--- config.mk ---
export PLATFORM = sky130hd
export DESIGN_NAME = ep_stall_ctrl
export DESIGN_NICKNAME = d
export VERILOG_FILES = /design/src/rtl/ep_stall_ctrl.sv
export SDC_FILE = /design/constraint.sdc
export NUM_CORES = 1
export LEC_CHECK = 0
export CAP_MARGIN = 10
export CORE_AREA = 2 2 39 41
export CTS_CLUSTER_DIAMETER = 50
export DETAILED_ROUTE_END_ITERATION = 16
export DIE_AREA = 0 0 41 43
export GPL_TIMING_DRIVEN = 0
export PLACE_DENSITY = 0.65
export SLEW_MARGIN = 10
export SYNTH_ARGS = -nofsm -noshare
export SYNTH_HDL_FRONTEND = slang
export SYNTH_SLANG_ARGS = --single-unit
--- constraint.sdc ---
create_clock -name clk -period 2.22 [get_ports clk]
set_clock_uncertainty 0.15 [all_clocks]
set_input_delay 0.444 -clock clk [delete_from_list [all_inputs] [get_ports clk]]
set_output_delay 0.444 -clock clk [all_outputs]
set_load 0.01 [all_outputs]
--- src/rtl/ep_stall_ctrl.sv ---
module ep_stall_ctrl #(
  parameter int NUM_EP = 4,
  parameter int REG_W  = 8
) (
  input  logic              clk,
  input  logic              rst_n,
  input  logic              wr_en,
  input  logic [REG_W-1:0]  wr_data,
  input  logic              setup_pending,
  input  logic              ep0_cmd_done,
  input  logic [NUM_EP-1:0] hs_sent,
  output logic [REG_W-1:0]  rd_data,
  output logic [NUM_EP-1:0] stall
);
  localparam int ACE_BIT = NUM_EP;
  localparam int RSV_W   = REG_W - NUM_EP - 1;

  logic [NUM_EP-1:0] stall_q;
  logic              ace_q;
  logic              ep0_hw_clr;

  assign ep0_hw_clr = ep0_cmd_done | (ace_q & hs_sent[0]);

  always_ff @(posedge clk or negedge rst_n) begin
    if (!rst_n) ace_q <= 1'b0;
    else if (wr_en) ace_q <= wr_data[ACE_BIT];
  end

  always_ff @(posedge clk or negedge rst_n) begin
    if (!rst_n) stall_q[0] <= 1'b0;
    else if (ep0_hw_clr) stall_q[0] <= 1'b0;
    else if (wr_en && !(wr_data[0] && setup_pending)) stall_q[0] <= wr_data[0];
  end

  for (genvar n = 1; n < NUM_EP; n++) begin : g_ep
    always_ff @(posedge clk or negedge rst_n) begin
      if (!rst_n) stall_q[n] <= 1'b0;
      else if (wr_en) stall_q[n] <= wr_data[n];
      else if (ace_q && hs_sent[n]) stall_q[n] <= 1'b0;
    end

    AST_WRITE_WINS: assert property (@(posedge clk) disable iff (!rst_n)
      wr_en |=> stall[n] == $past(wr_data[n]));
    AST_QUIET_HOLD: assert property (@(posedge clk) disable iff (!rst_n)
      (!wr_en && !hs_sent[n]) |=> $stable(stall[n]));
  end

  assign stall   = stall_q;
  assign rd_data = {{RSV_W{1'b0}}, ace_q, stall_q};

  AST_CMD_CLEARS: assert property (@(posedge clk) disable iff (!rst_n)
    ep0_cmd_done |=> !stall[0]);
  AST_SETUP_BLOCK: assert property (@(posedge clk) disable iff (!rst_n)
    (wr_en && wr_data[0] && setup_pending && !stall[0]) |=> !stall[0]);
  AST_AUTOCLR_EP0: assert property (@(posedge clk) disable iff (!rst_n)
    (rd_data[ACE_BIT] && hs_sent[0]) |=> !stall[0]);
  AST_ACE_LOAD: assert property (@(posedge clk) disable iff (!rst_n)
    wr_en |=> rd_data[ACE_BIT] == $past(wr_data[ACE_BIT]));
endmodule

### Word level (Yosys, flattened, before mapping)

Index checks and enable logic that the tools add are counted.

* register bits after elaboration: 5
* output and inout port bits: 12
* word-level logic and storage cells: 25

* multiplexer cells: 8
* bitwise operators: 2
* reductions and logical operators: 10

Operators by type and width (count)
* $mux W1: 8
* $reduce_bool A2 Y1: 4
* $logic_and A1 B1 Y1: 5
* $and A1 B1 Y1: 1
* $logic_not A1 Y1: 1
* $or A1 B1 Y1: 1

### Depth between registers and ports, before layout

Gate-level depths: netlist of run 1.

* word-level depth: 5
* depth in mapped cells: 3
* mapped depth without buffers: 2

### Worst setup path after synthesis of run 1

OpenSTA, ideal clock, no wires.

* path type: register -> output
* start point: register stall_q[0] (netlist: rd_data[0])
* end point: output port stall[0]
* arrival time: 0.553 ns
* data required time: 1.626 ns
* path slack: 1.073 ns
* cell stages (with the launch flop): 2
* cell sequence: dfrtp_1 buf_4

RTL lines
* start: declaration: RTL line 18 `logic [NUM_EP-1:0] stall_q;`
* start signal: assignment: RTL line 32 `else if (wr_en && !(wr_data[0] && setup_pending)) stall_q[0] <= wr_data[0];`
* end: declaration: RTL line 13 `output logic [NUM_EP-1:0] stall`

No word-level cell between the ends.

### Worst setup path in the final report of run 1

* start point: register ace_q
* end point: output port rd_data[4]

RTL lines
* start: declaration: RTL line 19 `logic ace_q;`
* start signal: assignment: RTL line 26 `else if (wr_en) ace_q <= wr_data[ACE_BIT];`
* end: declaration: RTL line 12 `output logic [REG_W-1:0] rd_data,`

No word-level cell between the ends.

==> flow_summary.yaml, run 1 <==
min_path:
  hp-class: "input pin to async pin"
timing:
  period_minus_slack_ns: 1.93
  finalSetupTns_ns: 0
  min_period_over_period_pct: 86.7
  setup_ws_ns: 0.295
  fmax_mhz: 519
  drv_slew: 0
  setup_violations: 0
  rsz0062_at_grt: "no"
  hold_viol: 0
routing:
  wl_um: 595
  drt_iter0_drc: 3
  first_pass_iters: 4
  ant_nets: 0
  vias_per_cell: 3.95
  drc_errors: 0
  wl_per_cell_um: 8.15
  vias: 288
yosys:
  synth_cell_types: 13
  yosys_warnings: 0
  synth_top_area_share_pct: 40.3
  synth_area_sq_um: 310
  ys_seq_elements: 5
  synthCells: 30
  ys_seq_area_share_pct: 40.3
  synth_area_leaders: "dfrtp_1 40%, buf_4 19%, a21bo_2 9.7%, mux2_4 4.8%, nand2_1 4.8%"
  synth_largest_area_cell: "dfrtp_1"
  synth.avg_cell_area_sq_um: 10.3
power_and_ir_drop:
  netSwitchingPower_w: 0.0000726
  swShare_pct: 23.7
  total_power_w: 0.000306
  power.leakage_nw: 0.268
  ir_drop_uv: 259
  p_comb_share_pct: 30.4
  intPower_w: 0.000234
  clkPwrFrac_pct: 35.0
  cellPowerDensity_nw_per_um2: 534
  seq_power_share_pct: 34.5
critical_path:
  cp_cell_sequence: "buf_4 -> clkdlybuf4s50_1"
  r2r-start: "ace_q"
  reg2reg_depth: 2
  cp.depth: 2
  cp-startpoint: "ace_q"
  arrival_ns: 1.33
  critPathBufInv: 2
  cpPeakStageDelay_ns: 0.52
  worstSetupPathType: "flip-flop to primary output"
  crit_fanout: 6
  r2r_end: "rd_data[3]"
  worstSetupEndpointType: "primary output"
  crit_required_ns: 1.63
  worst_path_max_delay_cell: "clkdlybuf4s50_1"
  start_kind: "flip-flop"
  cp_top_family: "buffers and inverters"
  ff2ff_setup_slack_ns: 1.19
clock_tree:
  cts_hold_buf: 0
  post_cts_buffers: 0
  clkSinkCount: 5
  root_buffer: "clkbuf_4"
  cts_resized: 0
  clkTransAtPathRegs_ns: 0.05
  clockBufferDepth: 2
  h-tree-depth: 1
  cts_tree: "built"
  cts_made_buffers: 3
  insertion_delay_ns: 0.25
global_route:
  grt_overflow_total: 0
  first_global_vias: 223
  grt_pass1_wl_um: 938
  grt_usage_pct: 9.27
  antenna_found_initial: 0
  grt_max_degree: 10
final_layout:
  final_area_sq_um: 574
  final_common_cell: "clkdlybuf4s50_1"
  most-common-layout-cells: "21 x clkdlybuf4s50_1, 8 x buf_4, 5 x dfrtp_1"
  fin_nets: 75
  final_util_pct: 41.5
  area_growth_syn_to_layout_pct: 85.1
  antennaDiodeCount: 0
  drive_gt1_share_pct: 29.8
floorplanning:
  core_sq_um: 1380
  initial_core_util_pct: 22.4
  rows: 14
  die-width_um: 41
  die_h_um: 43
  ios: 29
  dieArea_sq_um: 1760
placed_design:
  place_area_sq_um: 548
  numPortBuffers: 21
  place_ws_ns: 0.547
  gp_congestion: 0.547
outcome:
  status: "completed"
flow_run:
  drv_cap: 0
## how the worst max path moves through the flow
stage          slack, ns    endpoint
4_1_cts             0.27  rd_data[4]
5_1_grt             0.23  rd_data[4]
6_report            0.29  rd_data[4]
3_5_place_dp        0.55  rd_data[4]
3_3_place_gp        0.55  rd_data[4]
2_1_floorplan       1.07    stall[0]
## cell usage after synthesis
cell type / count
buf_4: 8
dfrtp_1: 5
nand2_1: 4
a21bo_2: 3
o21ai_0: 2
buf_6: 1
conb_1: 1
inv_1: 1
mux2_4: 1
nand2b_1: 1
nor2b_4: 1
o2111a_1: 1
o21ai_1: 1
## cell type report
type	instances	area, sq um
buffer	9	71.3
clock buffer	4	26.3
fill	142	810
inverter	1	3.75
multi-input combinational	17	118
sequential	5	125
tap	16	20.0
timing repair buffer	21	210
## kinds of logic after synthesis
kind of cell | after synthesis | share of synthesized area, %
AO/OA/AOI/OAI | 7 | 18.1
buffers and inverters | 10 | 24.2
flip-flops | 5 | 40.3
multiplexers | 1 | 4.84
other | 1 | 1.21
AND/OR/NAND/NOR | 6 | 11.3
## power groups by stage
stage | Combinational [W] | Sequential (W) | Clock, W
final | 0.0000932 | 0.000106 | 0.000107
after global routing | 0.000101 | 0.000107 | 0.000122
after CTS | 0.0000942 | 0.000106 | 0.000112
after detailed placement | 0.0000940 | 0.000108 | 0
after global placement | 0.0000934 | 0.000107 | 0
after floorplan | 0.0000402 | 0.000109 | 0
## state kept, by name, indices dropped and copies added, names as in the netlist
signal   cells
ace_q        1
rd_data      4
## metrics by stage
stage	instances	hold WS, ns
floorplan	32	-0.00159
global placement	69	0.430
detailed placement	69	0.445
CTS	73	0.258
global route	73	0.256
finish	73	0.261
## routing by layer
layer  share of wire [%]  GRT usage, %  routed length (um)  vias to the layer above
li1                    -             -                   -                      140
met1                  33          8.79                 197                      125
met2                  49          10.9                 290                       19
met3                  13          7.85                  78                        4
met4                 4.7          10.0                  28                        0
met5                   0             0                   0                        -
Note: power is estimated with default switching activity, not from simulation.
==> run 2: changes to the inputs <==
--- a/config.mk
+++ b/config.mk
@@ -12,6 +12,7 @@
 export DIE_AREA = 0 0 41 43
 export GPL_TIMING_DRIVEN = 0
 export PLACE_DENSITY = 0.65
+export REMOVE_ABC_BUFFERS = 1
 export SLEW_MARGIN = 10
 export SYNTH_ARGS = -nofsm -noshare
 export SYNTH_HDL_FRONTEND = slang
==> constraint.sdc (replaced) <==
create_clock -name clk -period 2.22 [get_ports clk]
set_clock_uncertainty 0.15 [all_clocks]
set_input_delay 0.333 -clock clk [delete_from_list [all_inputs] [get_ports clk]]
set_output_delay 0.333 -clock clk [all_outputs]
set_load 0.01 [all_outputs]
==> run 2 against run 1 <==
Combinational power down 16%. Die area unchanged. First-iteration DRC count down 67%. Highest routed layer is now met3. Routed wire length up 0.34%. Critical endpoint unchanged. Total power down 5.2%. Setup slack better by 0.19 ns. Non-clock buffer count down 8. Hold slack worse by 0.095 ns. Via count down 17%. Maximum frequency up 11%. Sequential power about the same. Utilization down 4.4 points.
==> flow_summary.yaml, run 2 (synthesized netlist as in run 1, its figures left out) <==
routing:
  wl_per_cell_um: 9.18
  wl_um: 597
  vias: 239
  ant_nets: 0
  vias_per_cell: 3.68
  drt_iter0_drc: 1
  drc_errors: 0
  first_pass_iters: 2
floorplanning:
  ios: 29
  core_sq_um: 1380
  die-width_um: 41
  rows: 14
  die_h_um: 43
  dieArea_sq_um: 1760
  initial_core_util_pct: 22.4
placed_design:
  gp_congestion: 0.564
  place_inst: 61
  numPortBuffers: 22
  dpl.hpwl_um: 476
timing:
  period_minus_slack_ns: 1.73
  finalSetupTns_ns: 0
  drv_slew: 0
  fmax_mhz: 577
  rsz0062_at_grt: "no"
  hold_viol: 0
  setup_violations: 0
  min_period_over_period_pct: 78.1
critical_path:
  cpPeakStageDelay_ns: 0.57
  crit_required_ns: 1.74
  crit_fanout: 6
  worstSetupEndpointType: "primary output"
  start_kind: "flip-flop"
  cp_cell_sequence: "clkdlybuf4s50_1"
  critPathBufInv: 1
  worst_path_max_delay_cell: "clkdlybuf4s50_1"
  cp_top_family: "buffers and inverters"
  worstSetupPathType: "flip-flop to primary output"
  arrival_ns: 1.25
final_layout:
  ff_latch_area_sq_um: 125
  fillCellCount: 148
  fin_nets: 67
  drive_gt1_share_pct: 16.3
  final_common_cell: "clkdlybuf4s50_1"
  antennaDiodeCount: 0
  largest_reg_flops: 4
  multiInputGateArea_sq_um: 118
  finalNonFillerCells: 65
  most-common-layout-cells: "22 x clkdlybuf4s50_1, 5 x dfrtp_1, 4 x nand2_1"
  area_growth_syn_to_layout_pct: 65.3
clock_tree:
  clkTransAtPathRegs_ns: 0.05
  h-tree-depth: 1
  insertion_delay_ns: 0.24
  cts_hold_buf: 0
  cts_tree: "built"
  cts_resized: 0
  clkSinkCount: 5
  post_cts_buffers: 0
  root_buffer: "clkbuf_4"
  clockBufferDepth: 2
  cts_made_buffers: 3
global_route:
  antenna_found_initial: 0
  grt_pass1_wl_um: 897
  first_global_vias: 220
  grt_usage_pct: 8.27
  grt_max_degree: 10
  grt_overflow_total: 0
power_and_ir_drop:
  cellPowerDensity_nw_per_um2: 566
  ir_drop_uv: 173
  power.leakage_nw: 0.225
outcome:
  status: "completed"
flow_run:
  drv_cap: 0
min_path:
  hp-class: "input pin to async pin"
-- run 2: changes by cell type in the layout (fill, tap and decap cells not counted), sizes merged --
cell / previous run / this run
buf: 9 / 0
clkdlybuf4s50: 21 / 22
-- run 2: worst paths after layout --
| kind | cells past startpoint | startpoint | end | slack, ns |
|---|---|---|---|---|
| min | 1 | rst_n | rd_data[0] | 0.17 |
| max in group asynchronous | 1 | rst_n | rd_data[2] | 1.56 |
| max | 1 | ace_q | rd_data[4] | 0.49 |
| min in group clk | 1 | rd_data[0] | rd_data[0] | 0.45 |
| min reg2reg | 1 | rd_data[0] | rd_data[0] | 0.45 |
| max reg2reg | 2 | ace_q | rd_data[3] | 1.20 |
-- run 2: stage by stage --
stage / hold slack (ns) / util [%] / setup WS, ns / cell area (sq um) / power [W]
2_1_floorplan: -0.113 / - / 1.22 / 246 / 0.000131
3_3_place_gp: 0.421 / 35.2 / 0.628 / 487 / 0.000186
3_5_place_dp: 0.425 / 35.2 / 0.625 / 487 / 0.000187
4_1_cts: 0.163 / 37.1 / 0.460 / 513 / 0.000299
5_1_grt: 0.182 / 37.1 / 0.408 / 513 / 0.000313
6_report: 0.167 / 37.1 / 0.487 / 513 / 0.000290
-- run 2: cell type report --
cell class                      instances  area share, %
Timing Repair Buffer                   22           42.9
Sequential cell                         5           24.4
Multi-Input combinational cell         17           22.9
Clock buffer                            4           5.12
Tap cell                               16           3.90
Inverter                                1          0.732
-- run 2: power breakdown --
group,leakage [nW],internal (W),switching [W]
Clock,0.0150,0.0000680,0.0000378
Sequential,0.0625,0.0000991,0.00000702
Combinational,0.147,0.0000542,0.0000245
Total,0.225,0.000221,0.0000693
-- run 2: per-layer routing --
| metal | share of wire [%] | track usage (%) |
|---|---|---|
| met3 | 12 | 3.14 |
| met2 | 49 | 11.3 |
| met1 | 39 | 9.15 |
| met4 | 0 | 8.00 |
| met5 | 0 | 0 |
